<file path="src/rtl/ata_mover_pkg.sv">
package ata_mover_pkg;
  localparam int          LBA_BITS    = 28;
  localparam logic [2:0]  RA_DATA     = 3'd0;
  localparam logic [2:0]  RA_COUNT    = 3'd2;
  localparam logic [2:0]  RA_LBA_LO   = 3'd3;
  localparam logic [2:0]  RA_LBA_MID  = 3'd4;
  localparam logic [2:0]  RA_LBA_HI   = 3'd5;
  localparam logic [2:0]  RA_DEVSEL   = 3'd6;
  localparam logic [2:0]  RA_CMDSTAT  = 3'd7;
  localparam logic [2:0]  RA_ALTSTAT  = 3'd6;  // low three bits of 0xE
  localparam logic [7:0]  OP_RD_SECT  = 8'h20;
  localparam logic [7:0]  OP_WR_SECT  = 8'h30;
  localparam logic [7:0]  DEVSEL_BASE = 8'hE0;
  localparam int          SB_BUSY     = 7;
  localparam int          SB_DREQ     = 3;
  localparam int          SB_FAULT    = 0;

  typedef enum logic [3:0] {
    SQ_IDLE, SQ_ISSUE, SQ_POLL, SQ_RDATA, SQ_RHOLD,
    SQ_WGET, SQ_WPUT, SQ_NEXT, SQ_WFIN, SQ_TAIL
  } seq_t;

  typedef enum logic [1:0] {PH_IDLE, PH_SETUP, PH_LOW, PH_HIGH} phase_t;
endpackage

</file>
<file path="src/rtl/ata_issue_sel.sv">
module ata_issue_sel
  import ata_mover_pkg::*;
(
  input  logic [2:0]          step,
  input  logic                is_write,
  input  logic [LBA_BITS-1:0] lba,
  input  logic [7:0]          count,
  output logic [2:0]          reg_addr,
  output logic [7:0]          reg_data
);
  always_comb begin
    case (step)
      3'd0:    begin reg_addr = RA_COUNT;   reg_data = count;                     end
      3'd1:    begin reg_addr = RA_LBA_LO;  reg_data = lba[7:0];                  end
      3'd2:    begin reg_addr = RA_LBA_MID; reg_data = lba[15:8];                 end
      3'd3:    begin reg_addr = RA_LBA_HI;  reg_data = lba[23:16];                end
      3'd4:    begin reg_addr = RA_DEVSEL;  reg_data = DEVSEL_BASE | {4'h0, lba[27:24]}; end
      default: begin reg_addr = RA_CMDSTAT; reg_data = is_write ? OP_WR_SECT : OP_RD_SECT; end
    endcase
  end
endmodule

</file>
<file path="src/rtl/ata_tick_timer.sv">
module ata_tick_timer #(
  parameter int LIMIT = 100
) (
  input  logic clk,
  input  logic rst,
  input  logic load,
  input  logic tick,
  output logic expired
);
  localparam int CW = $clog2(LIMIT + 1);
  localparam logic [CW-1:0] LIM = CW'(LIMIT);

  logic [CW-1:0] cnt;

  always_ff @(posedge clk) begin
    if (rst || load)               cnt <= '0;
    else if (tick && cnt != LIM)   cnt <= cnt + 1'b1;
  end

  assign expired = (cnt == LIM);

  assert_timer_bound_R4: assert property (@(posedge clk) disable iff (rst)
    cnt <= LIM);
endmodule

</file>
<file path="src/rtl/ata_pio_cycle.sv">
module ata_pio_cycle
  import ata_mover_pkg::*;
#(
  parameter int SETUP_CYC = 2,
  parameter int LOW_CYC   = 3,
  parameter int HIGH_CYC  = 2,
  parameter int ADDR_W    = 3,
  parameter int DATA_W    = 8
) (
  input  logic              clk,
  input  logic              rst,
  input  logic              start,
  input  logic              is_write,
  input  logic [ADDR_W-1:0] addr,
  input  logic [DATA_W-1:0] wdata,
  output logic              done,
  output logic [DATA_W-1:0] rdata,
  output logic [ADDR_W-1:0] bus_addr,
  output logic              cs_n,
  output logic              iord_n,
  output logic              iowr_n,
  output logic [DATA_W-1:0] bus_dout,
  output logic              bus_doe,
  input  logic [DATA_W-1:0] bus_din
);
  localparam int MAX_A = (SETUP_CYC > LOW_CYC) ? SETUP_CYC : LOW_CYC;
  localparam int MAX_C = (MAX_A > HIGH_CYC) ? MAX_A : HIGH_CYC;
  localparam int CW    = $clog2(MAX_C + 1);
  localparam logic [CW-1:0] SETUP_LD = CW'(SETUP_CYC - 1);
  localparam logic [CW-1:0] LOW_LD   = CW'(LOW_CYC - 1);
  localparam logic [CW-1:0] HIGH_LD  = CW'(HIGH_CYC - 1);

  phase_t        ph;
  logic [CW-1:0] cnt;
  logic          wr_q;

  always_ff @(posedge clk) begin
    if (rst) begin
      ph <= PH_IDLE; cnt <= '0; wr_q <= 1'b0; done <= 1'b0;
      cs_n <= 1'b1; iord_n <= 1'b1; iowr_n <= 1'b1; bus_doe <= 1'b0;
      bus_addr <= '0; bus_dout <= '0; rdata <= '0;
    end else begin
      done <= 1'b0;
      case (ph)
        PH_IDLE: if (start) begin
          cs_n <= 1'b0; bus_addr <= addr; bus_dout <= wdata;
          bus_doe <= is_write; wr_q <= is_write;
          cnt <= SETUP_LD; ph <= PH_SETUP;
        end
        PH_SETUP: if (cnt == '0) begin
          iord_n <= wr_q; iowr_n <= ~wr_q; cnt <= LOW_LD; ph <= PH_LOW;
        end else cnt <= cnt - 1'b1;
        PH_LOW: if (cnt == '0) begin
          rdata <= bus_din; iord_n <= 1'b1; iowr_n <= 1'b1;
          cnt <= HIGH_LD; ph <= PH_HIGH;
        end else cnt <= cnt - 1'b1;
        default: if (cnt == '0) begin
          cs_n <= 1'b1; bus_doe <= 1'b0; done <= 1'b1; ph <= PH_IDLE;
        end else cnt <= cnt - 1'b1;
      endcase
    end
  end

  assert_strobes_exclusive_R8: assert property (@(posedge clk) disable iff (rst)
    !(!iord_n && !iowr_n));
  assert_cs_under_strobe_R8: assert property (@(posedge clk) disable iff (rst)
    (!iord_n || !iowr_n) |-> !cs_n);
  assert_write_driven_R8: assert property (@(posedge clk) disable iff (rst)
    !iowr_n |-> bus_doe);
  assert_write_data_steady_R8: assert property (@(posedge clk) disable iff (rst)
    (!iowr_n && $past(!iowr_n)) |-> $stable(bus_dout));
  assert_read_floats_R8: assert property (@(posedge clk) disable iff (rst)
    !iord_n |-> !bus_doe);
endmodule

</file>
<file path="src/rtl/ata_sector_mover.sv">
module ata_sector_mover
  import ata_mover_pkg::*;
#(
  parameter int SETUP_CYC     = 2,
  parameter int LOW_CYC       = 3,
  parameter int HIGH_CYC      = 2,
  parameter int TIMEOUT_TICKS = 100,
  parameter int SECTOR_BYTES  = 512,
  parameter int CNT_W         = 8
) (
  input  logic                clk,
  input  logic                rst,
  input  logic                tick,
  input  logic                cmd_valid,
  output logic                cmd_ready,
  input  logic                cmd_write,
  input  logic [LBA_BITS-1:0] cmd_lba,
  input  logic [CNT_W-1:0]    cmd_count,
  input  logic [7:0]          wr_data,
  input  logic                wr_valid,
  output logic                wr_ready,
  output logic [7:0]          rd_data,
  output logic                rd_valid,
  input  logic                rd_ready,
  output logic                done,
  output logic                err,
  output logic [2:0]          ata_addr,
  output logic                ata_cs0_n,
  output logic                ata_iord_n,
  output logic                ata_iowr_n,
  output logic [7:0]          ata_dout,
  output logic                ata_doe,
  input  logic [7:0]          ata_din
);
  localparam int BYTE_W = $clog2(SECTOR_BYTES);
  localparam logic [BYTE_W-1:0] LAST_BYTE = BYTE_W'(SECTOR_BYTES - 1);
  localparam logic [CNT_W:0]    FULL_RUN  = {1'b1, {CNT_W{1'b0}}};

  seq_t                st;
  logic                pend, tail2, op_wr;
  logic [2:0]          step;
  logic [LBA_BITS-1:0] lba_q;
  logic [CNT_W-1:0]    cnt_q;
  logic [CNT_W:0]      sec_left;
  logic [BYTE_W-1:0]   byte_idx;
  logic                bc_start, bc_wr, bc_done;
  logic [2:0]          bc_addr;
  logic [7:0]          bc_wdata, bc_rdata;
  logic                tmr_load, tmr_exp;
  logic [2:0]          iss_addr;
  logic [7:0]          iss_data;
  logic                stat_go, stat_idle, stat_fault;

  ata_issue_sel u_issue (
    .step(step), .is_write(op_wr), .lba(lba_q), .count(8'(cnt_q)),
    .reg_addr(iss_addr), .reg_data(iss_data)
  );

  ata_tick_timer #(.LIMIT(TIMEOUT_TICKS)) u_timer (
    .clk(clk), .rst(rst), .load(tmr_load), .tick(tick), .expired(tmr_exp)
  );

  ata_pio_cycle #(.SETUP_CYC(SETUP_CYC), .LOW_CYC(LOW_CYC), .HIGH_CYC(HIGH_CYC),
                  .ADDR_W(3), .DATA_W(8)) u_cycle (
    .clk(clk), .rst(rst), .start(bc_start), .is_write(bc_wr), .addr(bc_addr),
    .wdata(bc_wdata), .done(bc_done), .rdata(bc_rdata), .bus_addr(ata_addr),
    .cs_n(ata_cs0_n), .iord_n(ata_iord_n), .iowr_n(ata_iowr_n),
    .bus_dout(ata_dout), .bus_doe(ata_doe), .bus_din(ata_din)
  );

  assign stat_go    = !bc_rdata[SB_BUSY] && bc_rdata[SB_DREQ];
  assign stat_idle  = !bc_rdata[SB_BUSY];
  assign stat_fault = bc_rdata[SB_FAULT];
  assign cmd_ready  = (st == SQ_IDLE);
  assign wr_ready   = (st == SQ_WGET);

  always_ff @(posedge clk) begin
    if (rst) begin
      st <= SQ_IDLE; pend <= 1'b0; tail2 <= 1'b0; op_wr <= 1'b0; step <= '0;
      lba_q <= '0; cnt_q <= '0; sec_left <= '0; byte_idx <= '0;
      bc_start <= 1'b0; bc_wr <= 1'b0; bc_addr <= '0; bc_wdata <= '0;
      tmr_load <= 1'b0; rd_data <= '0; rd_valid <= 1'b0; done <= 1'b0; err <= 1'b0;
    end else begin
      bc_start <= 1'b0; tmr_load <= 1'b0; done <= 1'b0; err <= 1'b0;
      case (st)
        SQ_IDLE: if (cmd_valid) begin
          op_wr <= cmd_write; lba_q <= cmd_lba; cnt_q <= cmd_count;
          sec_left <= (cmd_count == '0) ? FULL_RUN : {1'b0, cmd_count};
          step <= '0; pend <= 1'b0; st <= SQ_ISSUE;
        end
        SQ_ISSUE: if (!pend) begin
          bc_start <= 1'b1; bc_wr <= 1'b1; bc_addr <= iss_addr; bc_wdata <= iss_data; pend <= 1'b1;
        end else if (bc_done) begin
          pend <= 1'b0;
          if (step == 3'd5) begin st <= SQ_POLL; tmr_load <= 1'b1; end
          else step <= step + 1'b1;
        end
        SQ_POLL: if (!pend) begin
          bc_start <= 1'b1; bc_wr <= 1'b0; bc_addr <= RA_CMDSTAT; pend <= 1'b1;
        end else if (bc_done) begin
          pend <= 1'b0;
          if (stat_go) st <= op_wr ? SQ_WGET : SQ_RDATA;
          else if (tmr_exp) begin st <= SQ_IDLE; done <= 1'b1; err <= 1'b1; end
        end
        SQ_RDATA: if (!pend) begin
          bc_start <= 1'b1; bc_wr <= 1'b0; bc_addr <= RA_DATA; pend <= 1'b1;
        end else if (bc_done) begin
          pend <= 1'b0; rd_data <= bc_rdata; rd_valid <= 1'b1; st <= SQ_RHOLD;
        end
        SQ_RHOLD: if (rd_ready) begin
          rd_valid <= 1'b0; st <= SQ_NEXT;
        end
        SQ_WGET: if (wr_valid) begin
          bc_start <= 1'b1; bc_wr <= 1'b1; bc_addr <= RA_DATA; bc_wdata <= wr_data;
          pend <= 1'b1; st <= SQ_WPUT;
        end
        SQ_WPUT: if (bc_done) begin
          pend <= 1'b0; st <= SQ_NEXT;
        end
        SQ_NEXT: if (byte_idx == LAST_BYTE) begin
          byte_idx <= '0;
          if (sec_left == 1) begin
            tail2 <= 1'b0;
            if (op_wr) begin st <= SQ_WFIN; tmr_load <= 1'b1; end
            else st <= SQ_TAIL;
          end else begin
            sec_left <= sec_left - 1'b1; tmr_load <= 1'b1; st <= SQ_POLL;
          end
        end else begin
          byte_idx <= byte_idx + 1'b1;
          st <= op_wr ? SQ_WGET : SQ_RDATA;
        end
        SQ_WFIN: if (!pend) begin
          bc_start <= 1'b1; bc_wr <= 1'b0; bc_addr <= RA_CMDSTAT; pend <= 1'b1;
        end else if (bc_done) begin
          pend <= 1'b0;
          if (stat_idle) begin
            if (stat_fault) begin st <= SQ_IDLE; done <= 1'b1; err <= 1'b1; end
            else st <= SQ_TAIL;
          end else if (tmr_exp) begin st <= SQ_IDLE; done <= 1'b1; err <= 1'b1; end
        end
        default: if (!pend) begin
          bc_start <= 1'b1; bc_wr <= 1'b0; bc_addr <= tail2 ? RA_CMDSTAT : RA_ALTSTAT; pend <= 1'b1;
        end else if (bc_done) begin
          pend <= 1'b0;
          if (tail2) begin st <= SQ_IDLE; done <= 1'b1; end
          else tail2 <= 1'b1;
        end
      endcase
    end
  end

  assert_idle_bus_quiet_R11: assert property (@(posedge clk) disable iff (rst)
    cmd_ready |-> ata_cs0_n);
  assert_read_byte_held_R6: assert property (@(posedge clk) disable iff (rst)
    (rd_valid && !rd_ready) |=> (rd_valid && $stable(rd_data)));
  assert_held_byte_blocks_bus_R6: assert property (@(posedge clk) disable iff (rst)
    rd_valid |-> (ata_iord_n && ata_iowr_n));
  assert_err_only_at_end_R4: assert property (@(posedge clk) disable iff (rst)
    err |-> done);
  assert_done_single_R10: assert property (@(posedge clk) disable iff (rst)
    done |=> !done);
endmodule

</file>
<file path="config.mk">
export PLATFORM = sky130hd
export DESIGN_NAME = ata_sector_mover
export DESIGN_NICKNAME = d
export VERILOG_FILES = /design/src/rtl/ata_mover_pkg.sv /design/src/rtl/ata_issue_sel.sv /design/src/rtl/ata_tick_timer.sv /design/src/rtl/ata_pio_cycle.sv /design/src/rtl/ata_sector_mover.sv
export SDC_FILE = /design/constraint.sdc
export NUM_CORES = 1
export LEC_CHECK = 0
export ABC_AREA = 0
export BUFFER_PORTS_ARGS = -buffer_cell sky130_fd_sc_hd__buf_2
export CAP_MARGIN = 10
export CORE_ASPECT_RATIO = 1.2
export CORE_MARGIN = 2
export CORE_UTILIZATION = 57
export DETAILED_ROUTE_END_ITERATION = 10
export PLACE_DENSITY = 0.79
export SLEW_MARGIN = 40
export SYNTH_ARGS = -nofsm -noshare
export SYNTH_HDL_FRONTEND = slang
export SYNTH_SLANG_ARGS = --single-unit
</file>
<file path="constraint.sdc">
create_clock -name clk -period 2.3 [get_ports clk]
set_input_delay 0.46 -clock clk [delete_from_list [all_inputs] [get_ports clk]]
set_output_delay 0.46 -clock clk [all_outputs]
set_load 0.01 [all_outputs]
</file>
==> results of run 1 <==
report_power, final:
group | switching [mW] | internal, mW
Sequential | 0.310 | 2.50
Combinational | 1.51 | 1.02
Clock | 0.955 | 1.58
worst max path at each step:
| stage | from | to | slack, ps | cells after the start |
|---|---|---|---|---|
| final | byte_idx[1]$_SDFFE_PP0P_ | st[3]$_SDFFE_PP0P_ | 140 | 9 |
| after detailed placement | byte_idx[0]$_SDFFE_PP0P_ | st[3]$_SDFFE_PP0P_ | 110 | 9 |
| after floorplan | byte_idx[0]$_SDFFE_PP0P_ | st[1]$_SDFFE_PP0P_ | 250 | 9 |
| after global routing | byte_idx[1]$_SDFFE_PP0P_ | sec_left[4]$_SDFFE_PP0P_ | 0.3 | 9 |
| after CTS | st[3]$_SDFFE_PP0P_ | wr_ready | 1 | 4 |
| after global placement | byte_idx[0]$_SDFFE_PP0P_ | st[3]$_SDFFE_PP0P_ | 180 | 9 |
layout by cell type, fill, tap and decap left out, drive strengths merged, types with 10 or more instances in the layout:
cell type	n
a211oi	10
a21oi	105
buf	110
clkbuf	19
dfxtp	125
ha	19
inv	23
mux2i	11
nand2	155
nor2	66
nor2b	12
nor3	17
o21ai	39
synthesized netlist by cell type (4+ instances only):
cell / number
nor3_1: 17
a211oi_1: 10
a32oi_1: 4
mux2i_1: 11
o211ai_1: 7
o21ai_0: 37
buf_2: 16
o21a_1: 6
nand3_1: 9
nor2b_1: 12
dfxtp_1: 125
a2bb2oi_1: 4
a22oi_1: 7
nor2_1: 66
nand2b_1: 9
ha_1: 19
clkbuf_1: 31
a222oi_1: 5
a21oi_1: 105
or2_2: 5
a311oi_1: 7
a31oi_1: 4
inv_1: 23
nand2_1: 155
and3_1: 7
or3_1: 4
a22o_1: 4
nor4_1: 6
cell type report:
| class | count | area [um^2] | area share [%] |
|---|---|---|---|
| inverters | 25 | 93.8 | 1.29 |
| well taps | 129 | 161 | 2.23 |
| flip-flops and latches | 125 | 2510 | 34.6 |
| clock inverters | 13 | 125 | 1.73 |
| repair buffers | 110 | 636 | 8.77 |
| clock buffers | 19 | 433 | 5.97 |
| multi-input cells | 578 | 3290 | 45.4 |
cells by family (layout without fill, tap and decap cells):
group | Yosys count | after routing | share of synthesized area (%)
AOI/OAI and AO/OA | 227 | 227 | 23.2
xor gates and xnor gates | 4 | 4 | 0.577
adders and majority gates | 19 | 19 | 3.91
buffers and inverters | 76 | 167 | 5.09
DFF | 125 | 125 | 41.2
muxes | 14 | 14 | 2.37
and+or+nand+nor | 314 | 314 | 23.7
state kept, by name (all words and copies together), names as in the netlist, 4 cells and up:
name / cells
st: 4
cnt_q: 8
lba_q: 28
rd_data: 8
u_cycle.bus_dout: 8
sec_left: 9
u_timer.cnt: 7
u_cycle.rdata: 8
bc_wdata: 8
byte_idx: 9
timing repair:
action | in CTS | in global routing
setup buffers | 0 | 0
hold buffers | 0 | 0
resized for setup | 0 | 11
setup endpoints to repair | 0 | 7
routing by layer:
layer | vias up | wire length [um] | GRT usage [%]
li1 | 2891 | - | -
met1 | 2800 | 6580 | 33.5
met2 | 173 | 7600 | 44.4
met3 | 22 | 739 | 4.99
met4 | 0 | 260 | 9.32
met5 | - | 0 | 0
metrics by stage:
| stage | worst slack (ps) | utilization (%) |
|---|---|---|
| after floorplan | 254 | - |
| after global placement | 179 | 63.6 |
| after detailed placement | 110 | 63.6 |
| after CTS | 1.26 | 68.9 |
| after global routing | 0.263 | 69.3 |
| final | 135 | 69.3 |
==> flow_summary.yaml, run 1 <==
yosys:
  yosys.cell_types.count: 65
  synth_area_leader_cell: "dfxtp_1"
  async_flop_share_pct: 0
  synth_top_area_share_pct: 41.2
  synth-edff-count: 0
  post_synth_instance_area_um2: 6080
  synth_area_per_cell_um2: 7.80
  mappedNetlistNets: 857
  sequential_to_total_area_share_from_yosys_stat_pct: 41.2
  synth_top_flop_cell: "dfxtp_1"
  synth.area.top_cells: "dfxtp_1 41%, nand2_1 9.6%, a21oi_1 8.6%"
  ys.warnings.count: 0
  synthCells: 779
  synth_seq_cells: 125
placement:
  total_instance_count_after_detailed_placement: 966
  finalWeightedCongestion: 0.879
  port_buffers: 86
  dpl.hpwl_um: 10500
  total_cell_area_at_the_placement_stage_um2: 6650
power:
  finalPower_mw: 7.87
  peakVddDrop_mv: 0.585
  p_leak_nw: 2.88
  power_per_cell_area_nw_per_um2: 1090
setup_path:
  path_cells: "ha_2, and3_1, and3_1, and3_1, ha_2, inv_1, o32ai_1, nor3_1, a211oi_1"
  cp_slowest_stage_delay_ps: 360
  critical_path.max_fanout: 6
  critical_path.reg2reg.startpoint: "byte_idx[1]$_SDFFE_PP0P_"
  worst-endpoint-required_ps: 2620
  crit_family: "simple AND/OR/NAND/NOR gates"
  cpMaxStageDelayCell: "dfxtp_1"
  cp-end-kind: "flop"
  r2r_cells: 9
  crit-reg2reg-capture: "st[3]$_SDFFE_PP0P_"
  start_kind: "flop"
  timing.setup.critical_path_class: "flop to flop"
  worst-endpoint-arrival_ps: 2480
  timing.critical_path.mode_cell: "and3_1"
  timing.reg2reg.setup_slack_ps: 140
  critical_path.n_buffers_inverters: 1
run:
  cap_viol_max_count: 0
min_path:
  timing.hold.worst_endpoint: "rd_valid$_SDFFE_PP0P_"
  hp-class: "input port to flop"
  worst_hold_startpoint: "rd_ready"
  number_of_cells_on_the_worst_hold_path: 2
finish:
  drive_above_1_share_pct: 19.0
  final_cell_area_um2: 7250
  finalNetCount: 935
  layout-area-overhead-vs-synth_pct: 19.3
  antenna_cells_inserted: 0
  fillerInstances: 890
  finish.cell_count_without_fillers: 999
clocking:
  tritoncts: "built"
  clock_insertion_delay_worst_skew_ps: 410
  htree_num_levels: 4
  max-clock-path-buffers: 2
  clk_transition_reported_paths_ps: 60
  clk_root_buffer_cell: "clkbuf_16"
  cts-buffers-inserted: 17
  numClockSinks: 125
global_route:
  grt_pass1_vias: 5410
  grt_pass1_wl_um: 24800
  antenna_found_initial: 0
  gr-total-overflow: 0
  grt_start_max_net_pins: 71
  grtUsageTotal_pct: 26.1
drt:
  drtIter0Drc: 355
  num_vias: 5886
  drt_pass1_iterations: 5
  remaining_drc_errors: 0
  detail_route.wirelength_um: 15200
  route.detailed.vias_per_inst: 5.89
  antenna_violating_nets_post_route: 0
  routedWlPerCell_um: 15.2
sta:
  final-setup-viol-count: 0
  slew-limit-headroom_pct: 50.2
  final-max-slew-violation-count: 0
  hold_slack_ps: 286
  final_hold_viol_count: 0
  layout_min_cycle_time_ps: 2160
  fmax_mhz: 462
  timing.setup.tns_ps: 0
  rsz_0062_raised_after_global_routing: "false"
  share_of_the_clock_period_used_by_the_worst_path_after_layout_pct: 94.1
  max_slew.worst_pin.slew_ps: 748
  final.setup_skew_ps: 7.14
die:
  core_region_area_um2: 10500
  die_height_um: 117
  ios: 87
  die_width_um: 98.3
  row_count: 41
  dieArea_um2: 11500
  starting_utilization_of_the_core_area_pct: 58.1
run_status:
  run_status: "finished clean"
Note: power is estimated with default switching activity, not from simulation.
==> run 2: changes to the inputs <==
--- a/config.mk
+++ b/config.mk
@@ -13,6 +13,7 @@
 export CORE_UTILIZATION = 57
 export DETAILED_ROUTE_END_ITERATION = 10
 export PLACE_DENSITY = 0.79
+export SETUP_SLACK_MARGIN = 0.5
 export SLEW_MARGIN = 40
 export SYNTH_ARGS = -nofsm -noshare
 export SYNTH_HDL_FRONTEND = slang
==> flow_summary.yaml, run 2 (synthesis gave the netlist of run 1 again) <==
clocking:
  htree_num_levels: 4
  tritoncts: "built"
  max-clock-path-buffers: 2
  clk_transition_reported_paths_ps: 60
  clk_root_buffer_cell: "clkbuf_16"
  cts-buffers-inserted: 17
  numClockSinks: 125
  clock_insertion_delay_worst_skew_ps: 420
drt:
  drtIter0Drc: 479
  route.met2.wl_um: 8350
  highest-signal-layer: "met4"
  detail_route.wirelength_um: 16500
  remaining_drc_errors: 0
  drt_pass1_iterations: 6
  m1WireLength_um: 6980
  routed-wl-met3_um: 880
  routedWlPerCell_um: 16.3
  route.detailed.vias_per_inst: 5.96
  antenna_violating_nets_post_route: 0
  num_vias: 6065
setup_path:
  worst-endpoint-arrival_ps: 2280
  start_kind: "flop"
  critical_path.n_buffers_inverters: 0
  worst-endpoint-required_ps: 2650
  cpMaxStageDelayCell: "dfxtp_2"
  r2r_cells: 9
  cp_slowest_stage_delay_ps: 330
  timing.setup.critical_path_class: "flop to flop"
  critical_path_cell_count: 9
  cp-end-kind: "flop"
  critical_path.max_fanout: 6
  path_cells: "ha_4, and3_4, and3_4, and3_4, ha_4, nor3_2, a21oi_1, a311o_1, o21ai_1"
  crit_family: "simple AND/OR/NAND/NOR gates"
  timing.critical_path.mode_cell: "and3_4"
sta:
  hold_slack_ps: 274
  final_hold_viol_count: 0
  timing.setup.tns_ps: 0
  setup_slack_ps: 368
  share_of_the_clock_period_used_by_the_worst_path_after_layout_pct: 84.0
  final-max-slew-violation-count: 0
  rsz_0062_raised_after_global_routing: "true"
  final-setup-viol-count: 0
  layout_min_cycle_time_ps: 1930
  slew-limit-headroom_pct: 63.6
  fmax_mhz: 518
  max_slew.worst_pin.slew_ps: 546
  final.setup_skew_ps: 9.57
global_route:
  grt_start_max_net_pins: 48
  grtUsageTotal_pct: 27.4
  gr-total-overflow: 0
  antenna_found_initial: 0
  grt_pass1_wl_um: 25700
  grt_pass1_vias: 5592
finish:
  most_frequent_standard_cell_in_the_layout_excluding_fill_and_tap_cells: "nand2_1"
  final_cell_area_um2: 7720
  layout-area-overhead-vs-synth_pct: 27.1
  finalNetCount: 955
  regMostFlops: "lba_q"
  largest_register_ff_count: 28
  finish.cell_count_without_fillers: 1018
  layout_common_cells: "154 x nand2_1, 113 x dfxtp_1, 102 x a21oi_1"
  drive_above_1_share_pct: 26.4
  antenna_cells_inserted: 0
  top_regs: "lba_q: 28 flops, byte_idx: 9 flops, sec_left: 9 flops"
  finalCoreUtilization_pct: 73.8
min_path:
  hp-class: "input port to flop"
  number_of_cells_on_the_worst_hold_path: 3
run:
  cap_viol_max_count: 0
placement:
  port_buffers: 86
  total_cell_area_at_the_placement_stage_um2: 6710
  total_instance_count_after_detailed_placement: 964
  finalWeightedCongestion: 0.869
  worst_case_setup_slack_after_placement_ps: 249
  dpl.hpwl_um: 10600
die:
  die_width_um: 98.3
  dieArea_um2: 11500
  row_count: 41
  ios: 87
  die_height_um: 117
  starting_utilization_of_the_core_area_pct: 58.1
  core_region_area_um2: 10500
power:
  peakVddDrop_mv: 0.621
  p_leak_nw: 3.02
  finalPower_mw: 8.21
  power_per_cell_area_nw_per_um2: 1060
run_status:
  run_status: "finished clean"
[run 2: power breakdown]
group	internal, mW	total, mW	switching (mW)
sequential	2.52	2.83	0.316
clock	1.46	2.44	0.979
combinational	1.24	2.93	1.69
total	5.22	8.21	2.99
[run 2: final timing paths]
kind / startpoint / end / slack (ps)
hold / removal: ata_din[1] / u_cycle.rdata[1]$_SDFFE_PP0P_ / 270
hold reg to reg: u_cycle.bus_addr[0]$_SDFFE_PP0P_ / u_cycle.bus_addr[0]$_SDFFE_PP0P_ / 450
setup reg to reg: byte_idx[0]$_SDFFE_PP0P_ / st[1]$_SDFFE_PP0P_ / 370
setup / recovery: byte_idx[0]$_SDFFE_PP0P_ / st[1]$_SDFFE_PP0P_ / 370
[run 2: cell type report]
type	count	area, um^2
Clock inverter	12	100
Timing Repair Buffer	130	818
Fill cell	789	2740
Tap cell	129	161
Sequential cell	125	2530
Clock buffer	19	433
Inverter	25	98.8
Multi-Input combinational cell	578	3580
[run 2: repair_timing]
action | CTS | global route
resized for setup | 57 | 35
cloned | 1 | 0
endpoints found under the setup margin | 34 | 61
pin swaps | 18 | 18
setup buffers | 12 | 10
hold buffers | 0 | 0
[run 2: worst min-delay path, stage by stage]
cell	delay [ps]
buf_2	90
nand2_1	40
a21oi_1	50
[run 2: per-layer routing]
metal / global-route usage [%] / up-vias
met2: 48.0 / 225
met4: 11.3 / 0
met3: 5.70 / 35
li1: - / 2940
met5: 0 / -
met1: 33.1 / 2865
